==> src/rtl/uart_irq_ident.sv <==
module uart_irq_ident #(
  parameter int DEPTH = 16,
  localparam int CW = $clog2(DEPTH + 1)
) (
  input  logic          clk,
  input  logic          rst_n,
  input  logic [3:0]    ien,
  input  logic [3:0]    lsr_err,
  input  logic          data_ready,
  input  logic          fifo_en,
  input  logic [1:0]    trig_sel,
  input  logic [CW-1:0] rx_count,
  input  logic          timeout_pend,
  input  logic          thr_empty,
  input  logic          hold_write,
  input  logic          hold_drained,
  input  logic          ier_write,
  input  logic          iir_read,
  input  logic [3:0]    msr_delta,
  output logic [7:0]    iir,
  output logic          irq
);

  localparam logic [3:0] ID_NONE = 4'h1;
  localparam logic [3:0] ID_LINE = 4'h6;
  localparam logic [3:0] ID_TOUT = 4'hC;
  localparam logic [3:0] ID_RXD  = 4'h4;
  localparam logic [3:0] ID_TXE  = 4'h2;
  localparam logic [3:0] ID_MDM  = 4'h0;

  logic [CW-1:0] trig_lvl;
  logic [3:0]    id;
  logic          te_pend;
  logic          te_set, te_clr;
  logic          line_hit, tout_hit, rxd_hit, txe_hit, mdm_hit;

  always_comb begin
    case (trig_sel)
      2'd0:    trig_lvl = CW'(1);
      2'd1:    trig_lvl = CW'(4);
      2'd2:    trig_lvl = CW'(8);
      default: trig_lvl = CW'(14);
    endcase
  end

  assign line_hit = ien[2] & (|lsr_err);
  assign tout_hit = ien[0] & timeout_pend;
  assign rxd_hit  = ien[0] & data_ready & (~fifo_en | (rx_count >= trig_lvl));
  assign txe_hit  = ien[1] & te_pend;
  assign mdm_hit  = ien[3] & (|msr_delta);

  always_comb begin
    if (line_hit)      id = ID_LINE;
    else if (tout_hit) id = ID_TOUT;
    else if (rxd_hit)  id = ID_RXD;
    else if (txe_hit)  id = ID_TXE;
    else if (mdm_hit)  id = ID_MDM;
    else               id = ID_NONE;
  end

  assign iir = {fifo_en, fifo_en, 2'b00, id};
  assign irq = (id != ID_NONE);

  assign te_set = hold_drained | (ier_write & thr_empty);
  assign te_clr = hold_write | (iir_read & (id == ID_TXE));

  always_ff @(posedge clk) begin
    if (!rst_n)      te_pend <= 1'b0;
    else if (te_set) te_pend <= 1'b1;
    else if (te_clr) te_pend <= 1'b0;
  end

endmodule


==> config.mk <==
export PLATFORM = sky130hd
export DESIGN_NAME = uart_irq_ident
export DESIGN_NICKNAME = d
export VERILOG_FILES = /design/src/rtl/uart_irq_ident.sv
export SDC_FILE = /design/constraint.sdc
export NUM_CORES = 1
export LEC_CHECK = 0
export BUFFER_PORTS_ARGS = -buffer_cell sky130_fd_sc_hd__buf_2
export CAP_MARGIN = 15
export CORE_AREA = 2 2 39 41
export DETAILED_ROUTE_END_ITERATION = 12
export DIE_AREA = 0 0 41 43
export SLEW_MARGIN = 15
export SYNTH_ARGS = -nofsm -noshare
export SYNTH_HDL_FRONTEND = slang
export SYNTH_SLANG_ARGS = --single-unit
==> constraint.sdc <==
create_clock -name clk -period 1.2 [get_ports clk]
set_input_delay 0.06 -clock clk [delete_from_list [all_inputs] [get_ports clk]]
set_output_delay 0.06 -clock clk [all_outputs]
set_load 0.05 [all_outputs]
# Word level (Yosys, flattened, before mapping)
# Cells that the tools add are included.
# word_totals
regBits,1
# op_classes
n_lt_le_gt_ge,1
n_eq_ne,4
muxes,8
bitwise,12
reduce_logical,4
# ops
cell,n
$pmux W4 S3,1
$and A1 B1 Y1,8
$mux W4,2
$reduce_or A4 Y1,2
$ge A5 B5 Y1,1
$eq A4 B2 Y1 const B,1
$ne A4 B1 Y1 const B,1
$mux W1,3
$mux W3,1
$or A1 B1 Y1,3
$eq A2 B1 Y1 const B,1
$eq A2 B2 Y1 const B,1
$logic_not A2 Y1,1
$mux W2,1
$reduce_bool A2 Y1,1
$not A1 Y1,1

# Longest topological paths before layout
# Gate-level depths: netlist (run 1).
# depth
ltp_word,13
ltp_mapped,6
mapped_depth_nobuf,6

# Least setup slack after synthesis (run 1)
# No wires, ideal clock.
# synth_path
path_type,input -> output
from,input trig_sel[0]
to,output iir[1]
arrival_ps,1977
required_ps,1140
setup_slack_ps,-837
cell_stages,6
path_buffers,0
cell_sequence,nor2_1 ha_1 nor2b_1 o21ai_1 and4_1 o31ai_1
# synth_via
elab_chain_cells,8
# synth_lines
element,line_no,source
from (decl),11,"input logic [1:0] trig_sel,"
"$eq A2 B2 Y1, or another cell as far along",38,case (trig_sel)
$pmux W4 S3 (*),38,
$ge A5 B5 Y1 (*),48,assign rxd_hit = ien[0] & data_ready & (~fifo_en | (rx_count >= trig_lvl));
$or A1 B1 Y1 (*),48,
$and A1 B1 Y1 (*),48,
$mux W3 (*),55,else if (rxd_hit) id = ID_RXD;
$mux W4 (*),54,else if (tout_hit) id = ID_TOUT;
$mux W4 (*),53,if (line_hit) id = ID_LINE;
to (decl),20,"output logic [7:0] iir,"
# Every way passes the cells marked *; elsewhere a longest branch is shown, timed or not.

# Worst setup path after layout (run 1)
# layout_path
from,input trig_sel[1]
to,output irq
# layout_via
elab_chain_cells,9
# layout_lines
element,line_no,source
"$eq A2 B2 Y1, or another cell as far along",38,
$pmux W4 S3 (*),38,
$ge A5 B5 Y1 (*),48,
$or A1 B1 Y1 (*),48,
$and A1 B1 Y1 (*),48,
$mux W3 (*),55,
$mux W4 (*),54,
$mux W4 (*),53,
$ne A4 B1 Y1 (*),62,assign irq = (id != ID_NONE);
to (decl),21,output logic irq
# Marked as above.

==> reports/metrics.cfg, run 1 <==
[cells_and_area]
final_common_cell=buf_2
final_area_sq_um=627
largest_reg_flops=1
layout_common_cells=buf_2 (27), buf_4 (6), buf_6 (5)
fillers=146
top_regs=te_pend (1)
top_register=te_pend
antenna_cells=0
nNetsFinal=111
area_delta_synth_final_pct=109
drive_gt1_share_pct=69.7
utilization_pct=45.3
multi_input_area_sq_um=299
seq_area_sq_um=20.0

[routing]
wl_met2_um=383
initialDrtViolationCount=1
routed_via_density=4.37
wire_per_inst_um=8.80
highest_layer=met3
first_pass_iters=2
wl_met1_um=328
wl_met3_um=98
drc=0
routed_wl_um=810
antenna_left=0
vias=402

[logic_synthesis]
ys.flop_type=dfxtp_1
avgSynthCellArea_sq_um=7.70
async_flop_share_pct=0
synthXorXnorAreaFrac_pct=0
synthCells=39
ys_types=22
synth_mux_area_share_pct=0
synth_simple_gate_area_share_pct=25.8
synth_fa_ha_area_share_pct=16.7
synth_edf_count=0
ys_warn_count=0
syn_area_sq_um=300
synth_compound_area_share_pct=33.3
ys_ff_latch=1
synth_top_family_by_area=compound AO/OA/AOI/OAI gates
ys_seq_area_share_pct=6.67

[die]
die_area_sq_um=1760
fp.dieH_um=43
rows=14
core_sq_um=1380
io_pins=38
initial_utilization_pct=21.7
die_w_um=41

[power_and_ir_drop]
p_per_area_nw_per_um2=491
peakVddDrop_mv=0.250
pwr-share-comb_pct=87.6
power_switching_w=0.000149
intPower_w=0.000159
p_clk_share_pct=0
seqPwrFrac_pct=12.4
p_sw_share_pct=48.5
p_leak_nw=0.322

[worst_setup_path]
crit_chain=buf_8, inv_4, ha_4, nor4b_4, o21ai_2, a41oi_2, buf_4, nand3_2, buf_6
cp-start-kind=primary input
worstSetupEndpointType=primary output
worst-path-buf-inv=4
cp.arrival_ps=1260
slowest_delay_ps=280
critPathTopFamily=buffers and inverters
slowest_stage=nor4b_4
critPathRequiredTime_ps=1140
path_class=in -> out
critPathMaxFanout=3

[sta]
setup_viol=5
holdWs_ps=291
finalHoldViolCount=0
fmax_mhz=757
rsz0062_at_grt=yes
period_needed_ps=1320
setup_ws_ps=-121
slew_viol_final=0
clock_skew_ps=0
finalCritPeriodShare_pct=110
final.setup.tns_ps=-457

[outcome]
status=finished with violations
failed_checks=negative setup slack

[placement]
place.gp.congestion=0.639
dpl_cell_area_sq_um=547
dp.final_hpwl_um=748
port_buffers=35

[hold_path]
hp-class=in -> reg

[global_route]
gr-total-overflow=0
grtUsageTotal_pct=9.21
antenna_found_initial=0
grt_max_degree=5
grt_pass1_vias=334
grt_first_pass_wirelength_um=1240

[clock_network]
cts.reportedPaths.clkPinSlew_ps=0
clkLatencyLatePin_ps=0

[run]
maxCapViolations=0

==> area by class of cell <==
cell class	count	share of cell area [%]
Inverter	5	3.39
Multi-Input combinational cell	30	47.7
Sequential cell	1	3.19
Tap cell	16	3.19
Timing Repair Buffer	40	42.5
==> power groups by stage <==
stage | Clock (W) | Sequential [W] | Combinational (W)
floorplan | 0 | 0.0000378 | 0.000153
CTS | 0 | 0.0000381 | 0.000270
detailed placement | 0 | 0.0000381 | 0.000237
finish | 0 | 0.0000381 | 0.000270
global placement | 0 | 0.0000380 | 0.000234
global route | 0 | 0.0000386 | 0.000292
==> logic make-up after synthesis <==
logic type	after synthesis
AO/OA/AOI/OAI	11
other	1
AND/OR/NAND/NOR	13
adder cells (fa/ha/maj)	4
buffers and inverters	9
flip-flops	1
==> routing by layer <==
metal  vias up  GRT usage (%)
met1       166           12.4
met4         0              0
met3         0              0
met2        25           16.6
li1        211              -
met5         -              0
==> stage by stage <==
| stage | total power, W | cells | setup slack (ps) |
|---|---|---|---|
| floorplan | 0.000191 | 40 | -80.0 |
| global placement | 0.000272 | 91 | -241 |
| detailed placement | 0.000276 | 91 | -264 |
| CTS | 0.000309 | 92 | -137 |
| global route | 0.000330 | 92 | -213 |
| finish | 0.000308 | 92 | -121 |
==> synthesized netlist by cell type, types with 2 or more instances <==
cell type	number	area share (%)
buf_4	4	10
and3_1	2	4.2
inv_1	5	6.3
o21ai_0	2	3.3
nand2_1	4	5.0
nor2_1	2	2.5
ha_1	4	17
a21oi_1	2	3.3
==> worst reg2reg max path: stages (launching register included) <==
cell	delay [ps]
dfxtp_1	320
inv_1	40
o21ai_0	150
nand2_1	70
a31oi_1	140
==> worst paths after layout <==
path / startpoint / end / slack, ps / cells after the start
worst max register to register: te_pend / te_pend / 420 / 4
worst min register to register: te_pend / te_pend / 560 / 4
worst min-delay path: rst_n / te_pend / 290 / 3
worst max-delay path: trig_sel[1] / irq / -120 / 9
==> timing repair <==
| action | in CTS | in global routing |
|---|---|---|
| hold buffers | 0 | 0 |
| pin swaps | 4 | 2 |
| endpoints found under the setup margin | 6 | 5 |
| gates resized for setup | 18 | 1 |
| buffers inserted | 1 | 0 |
Note: power is estimated with default switching activity, not from simulation.
==> run 2, diff against run 1 <==
--- a/config.mk
+++ b/config.mk
@@ -5,6 +5,7 @@
 export SDC_FILE = /design/constraint.sdc
 export NUM_CORES = 1
 export LEC_CHECK = 0
+export ABC_AREA = 1
 export BUFFER_PORTS_ARGS = -buffer_cell sky130_fd_sc_hd__buf_2
 export CAP_MARGIN = 15
 export CORE_AREA = 2 2 39 41
==> reports/metrics.cfg, run 2 <==
[power_and_ir_drop]
p_per_area_nw_per_um2=472
peakVddDrop_mv=0.199
total_power_w=0.000277
p_leak_nw=0.327

[routing]
routed_via_density=4.06
initialDrtViolationCount=1
routed_wl_um=738
first_pass_iters=2
vias=410
wire_per_inst_um=7.31
drc=0
antenna_left=0

[worst_setup_path]
cp.arrival_ps=1280
cp-start-kind=primary input
critPathMaxFanout=3
critPathRequiredTime_ps=1140
path_class=in -> out
rr_worst_depth=5
worstSetupEndpointType=primary output

[cells_and_area]
layout_common_cells=buf_2 (30), nand2_1 (13), inv_1 (6)
final_common_cell=buf_2
antenna_cells=0
final_area_sq_um=588
drive_gt1_share_pct=61.2
largest_reg_flops=1
top_regs=te_pend (1)
top_register=te_pend
fillers=155
nNetsFinal=120
area_delta_synth_final_pct=97.5

[hold_path]
hp-class=in -> reg
holdPathStages=3

[logic_synthesis]
async_flop_share_pct=0
ys_seq_area_share_pct=6.72
synth_most_common_cell=nand2_1
avgSynthCellArea_sq_um=5.84
syn_area_sq_um=298
synth_commonest_cells=nand2_1 (14), inv_1 (10)
synth_top_area_share_pct=17.6
netlist_top_cells_area=nand2_1 (18%), ha_1 (17%), inv_1 (13%), buf_4 (10%), a21oi_1 (6.7%)
ys_ff_latch=1
synthCells=51
ys.flop_type=dfxtp_1
ys_warn_count=0
synth_edf_count=0
ys_types=16
synth_largest_area_cell=nand2_1

[die]
initial_utilization_pct=21.5
die_w_um=41
fp.dieH_um=43
rows=14
core_sq_um=1380
io_pins=38
die_area_sq_um=1760

[outcome]
failed_checks=negative setup slack
status=finished with violations

[global_route]
gr-total-overflow=0
antenna_found_initial=0
grt_first_pass_wirelength_um=1280
use_met1_pct=10.8
top_usage_layer=met2
grtUsageTotal_pct=9.51
grt_use_met3_pct=0
grt_pass1_vias=358
grt_max_degree=5
met2_usage_pct=19.1

[sta]
clock_skew_ps=0
finalCritPeriodShare_pct=112
period_needed_ps=1340
setup_ws_ps=-138
final.setup.tns_ps=-448
fmax_mhz=747
setup_viol=5
rsz0062_at_grt=yes
slew_viol_final=0
finalHoldViolCount=0

[placement]
dp_slack_ps=-264
port_buffers=35
dpl_cell_area_sq_um=498
dp.final_hpwl_um=677
place.gp.congestion=0.617

[run]
maxCapViolations=0

[clock_network]
clkLatencyLatePin_ps=0
cts.reportedPaths.clkPinSlew_ps=0

-- run 2: cell types whose count changed in the layout (fill, tap and decap cells not counted), moves of 3 or more --
| cell | before | now |
|---|---|---|
| buf_6 | 5 | 1 |
| buf_2 | 27 | 30 |
| nand2_2 | 0 | 3 |
| inv_2 | 0 | 3 |
| nand2_1 | 4 | 13 |
| buf_4 | 6 | 3 |
-- run 2: path summary, 6_finish.rpt --
kind                                  start      end  slack (ps)
worst max-delay path            trig_sel[0]      irq        -140
worst min-delay path                  rst_n  te_pend         290
worst max register to register      te_pend  te_pend         410
worst min register to register      te_pend  te_pend         530
-- run 2: cells by family (layout without fill, tap and decap cells) --
group / count (synthesis) / count (layout) / share of synthesized area [%]
buffers and inverters: 14 / 47 / 22.7
other: 1 / 2 / 1.26
flip-flops: 1 / 1 / 6.72
AO/OA/AOI/OAI: 6 / 6 / 12.2
adder cells (fa/ha/maj): 4 / 4 / 16.8
AND/OR/NAND/NOR: 25 / 25 / 40.3
-- run 2: critical path, stage by stage --
cell and delay (ps):
buf_8 100, nor2_4 110, ha_4 200, inv_2 40, nand2_1 30, nand2_1 60, nand2_1 50, nand2_1 50
nand2_1 50, nand2_2 80, nand3_4 80, nor2_4 120, clkinvlp_4 100, buf_8 150
-- run 2: what timing repair did --
item                       CTS  global route
hold buffers                 0             0
setup endpoints to repair    5             5
hold endpoints to repair     0             0
gates resized for setup     15             3
pin swaps                    6             7
buffers inserted             1             0
-- run 2: area by class of cell --
type / instances / area [sq um] / share of cell area, %
inverters: 10 / 41.3 / 7.02
flip-flops and latches: 1 / 20.0 / 3.40
repair buffers: 37 / 229 / 38.9
multi-input cells: 37 / 278 / 47.2
well taps: 16 / 20.0 / 3.40
-- run 2: through the flow --
stage	hold slack [ps]	utilization, %	instances
finish	289	42.5	101
global route	318	42.5	101
CTS	277	41.0	101
detailed placement	279	36.0	100
global placement	272	36.0	100
floorplan	169	-	52
-- run 2: per-layer routing --
| layer | up-vias | wire [um] | share of wire, % |
|---|---|---|---|
| met1 | 170 | 254 | 34 |
| met2 | 19 | 398 | 54 |
| met3 | 0 | 85 | 12 |
| met5 | - | 0 | 0 |
| met4 | 0 | 0 | 0 |
| li1 | 221 | - | - |
-- run 2: power by group --
part           internal [W]  switching, W  leakage, nW
logic              0.000101      0.000139        0.319
registers         0.0000365    0.00000114      0.00840
clock network             0             0            0
==> run 3, diff against run 2 <==
--- a/config.mk
+++ b/config.mk
@@ -6,9 +6,10 @@
 export NUM_CORES = 1
 export LEC_CHECK = 0
 export ABC_AREA = 1
-export BUFFER_PORTS_ARGS = -buffer_cell sky130_fd_sc_hd__buf_2
+export BUFFER_PORTS_ARGS = -buffer_cell sky130_fd_sc_hd__buf_4
 export CAP_MARGIN = 15
 export CORE_AREA = 2 2 39 41
+export CTS_BUF_LIST = sky130_fd_sc_hd__clkbuf_8
 export DETAILED_ROUTE_END_ITERATION = 12
 export DIE_AREA = 0 0 41 43
 export SLEW_MARGIN = 15
==> reports/metrics.cfg, run 3 (synthesis gave the netlist of run 2 again) <==
[routing]
routed_via_density=4.02
vias=406
antenna_left=0
wire_per_inst_um=8.36
initialDrtViolationCount=6
routed_wl_um=844
first_pass_iters=2
drc=0

[run]
maxCapViolations=0

[global_route]
antenna_found_initial=0
grtUsageTotal_pct=8.20
grt_pass1_vias=312
grt_max_degree=5
grt_first_pass_wirelength_um=1100
gr-total-overflow=0

[placement]
place.gp.congestion=0.688
dp_slack_ps=-210
dp.final_hpwl_um=690
port_buffers=35

[cells_and_area]
area_delta_synth_final_pct=125
largest_reg_flops=1
antenna_cells=0
drive_gt1_share_pct=61.2
fillers=143
nNetsFinal=120
layout_common_cells=buf_4 (31), nand2_1 (13), inv_1 (6)
final_common_cell=buf_4
top_regs=te_pend (1)
top_register=te_pend

[sta]
slew_viol_final=0
rsz0062_at_grt=yes
finalHoldViolCount=0
fmax_mhz=720
finalCritPeriodShare_pct=116
setup_viol=5
holdWs_ps=286
period_needed_ps=1390
clock_skew_ps=0
setup_ws_ps=-189

[clock_network]
postCtsHoldBufs=0
clkLatencyLatePin_ps=0
cts.reportedPaths.clkPinSlew_ps=0

[die]
rows=14
core_sq_um=1380
die_w_um=41
die_area_sq_um=1760
io_pins=38
initial_utilization_pct=21.5
fp.dieH_um=43

[worst_setup_path]
cp-start-kind=primary input
path_class=in -> out
cp.arrival_ps=1330
critPathMaxFanout=3
worstSetupEndpointType=primary output
critPathRequiredTime_ps=1140

[outcome]
failed_checks=negative setup slack
status=finished with violations

[hold_path]
hp-class=in -> reg

[power_and_ir_drop]
p_leak_nw=0.355
p_per_area_nw_per_um2=472
peakVddDrop_mv=0.221

-- run 3: cell counts in the layout (fill, tap and decap cells not counted) --
No cell type changed its count.
-- run 3: per-layer routing --
metal | part of all wire, % | routed length, um | track usage, % | vias to the layer above
li1 | - | - | - | 222
met3 | 10 | 87 | 0 | 0
met5 | 0 | 0 | 0 | -
met2 | 57 | 485 | 15.3 | 19
met4 | 0 | 0 | 0 | 0
met1 | 32 | 272 | 10.5 | 165
-- run 3: what timing repair did --
| item | 4_1_cts | 5_1_grt |
|---|---|---|
| buffers inserted | 2 | 0 |
| endpoints found under the hold margin | 0 | 0 |
| endpoints found under the setup margin | 5 | 5 |
| pin swaps | 1 | 5 |
| resized for setup | 8 | 7 |
-- run 3: critical path, stage by stage --
cell        delay (ps)
buf_8              100
nor2_4             110
ha_4               200
inv_2               40
nand2_1             40
nand2_1             50
nand2_1             40
nand2_1             50
nand2_1             50
nand2_2            100
nand3_4             80
nor2_4             150
clkinvlp_4         100
buf_8              150
-- run 3: power by group --
part	total (W)	internal, W	switching [W]
Combinational	0.000279	0.000136	0.000143
Clock	0	0	0
Sequential	0.0000376	0.0000365	0.00000112
Total	0.000317	0.000172	0.000144
-- run 3: final cells by class --
| cell class | count | area, sq um | area share (%) |
|---|---|---|---|
| timing repair buffer | 37 | 312 | 46.5 |
| inverter | 10 | 41.3 | 6.16 |
| multi-input combinational | 37 | 278 | 41.4 |
| tap | 16 | 20.0 | 2.99 |
| sequential | 1 | 20.0 | 2.99 |
-- run 3: path summary, 6_finish.rpt --
| check | end | from | slack [ps] | cells after the start |
|---|---|---|---|---|
| hold / removal | te_pend | rst_n | 290 | 3 |
| setup / recovery | irq | trig_sel[1] | -190 | 14 |
| setup reg to reg | te_pend | te_pend | 430 | 5 |
| hold reg to reg | te_pend | te_pend | 520 | 4 |
-- run 3: through the flow --
stage | utilization, % | total power, W | area, sq um | instances | TNS [ps]
CTS | 44.9 | 0.000296 | 622 | 101 | -506
global route | 48.5 | 0.000337 | 671 | 101 | -895
global placement | 41.8 | 0.000274 | 578 | 99 | -468
finish | 48.5 | 0.000317 | 671 | 101 | -538
floorplan | - | 0.000180 | 325 | 52 | -579
detailed placement | 41.8 | 0.000277 | 578 | 99 | -503
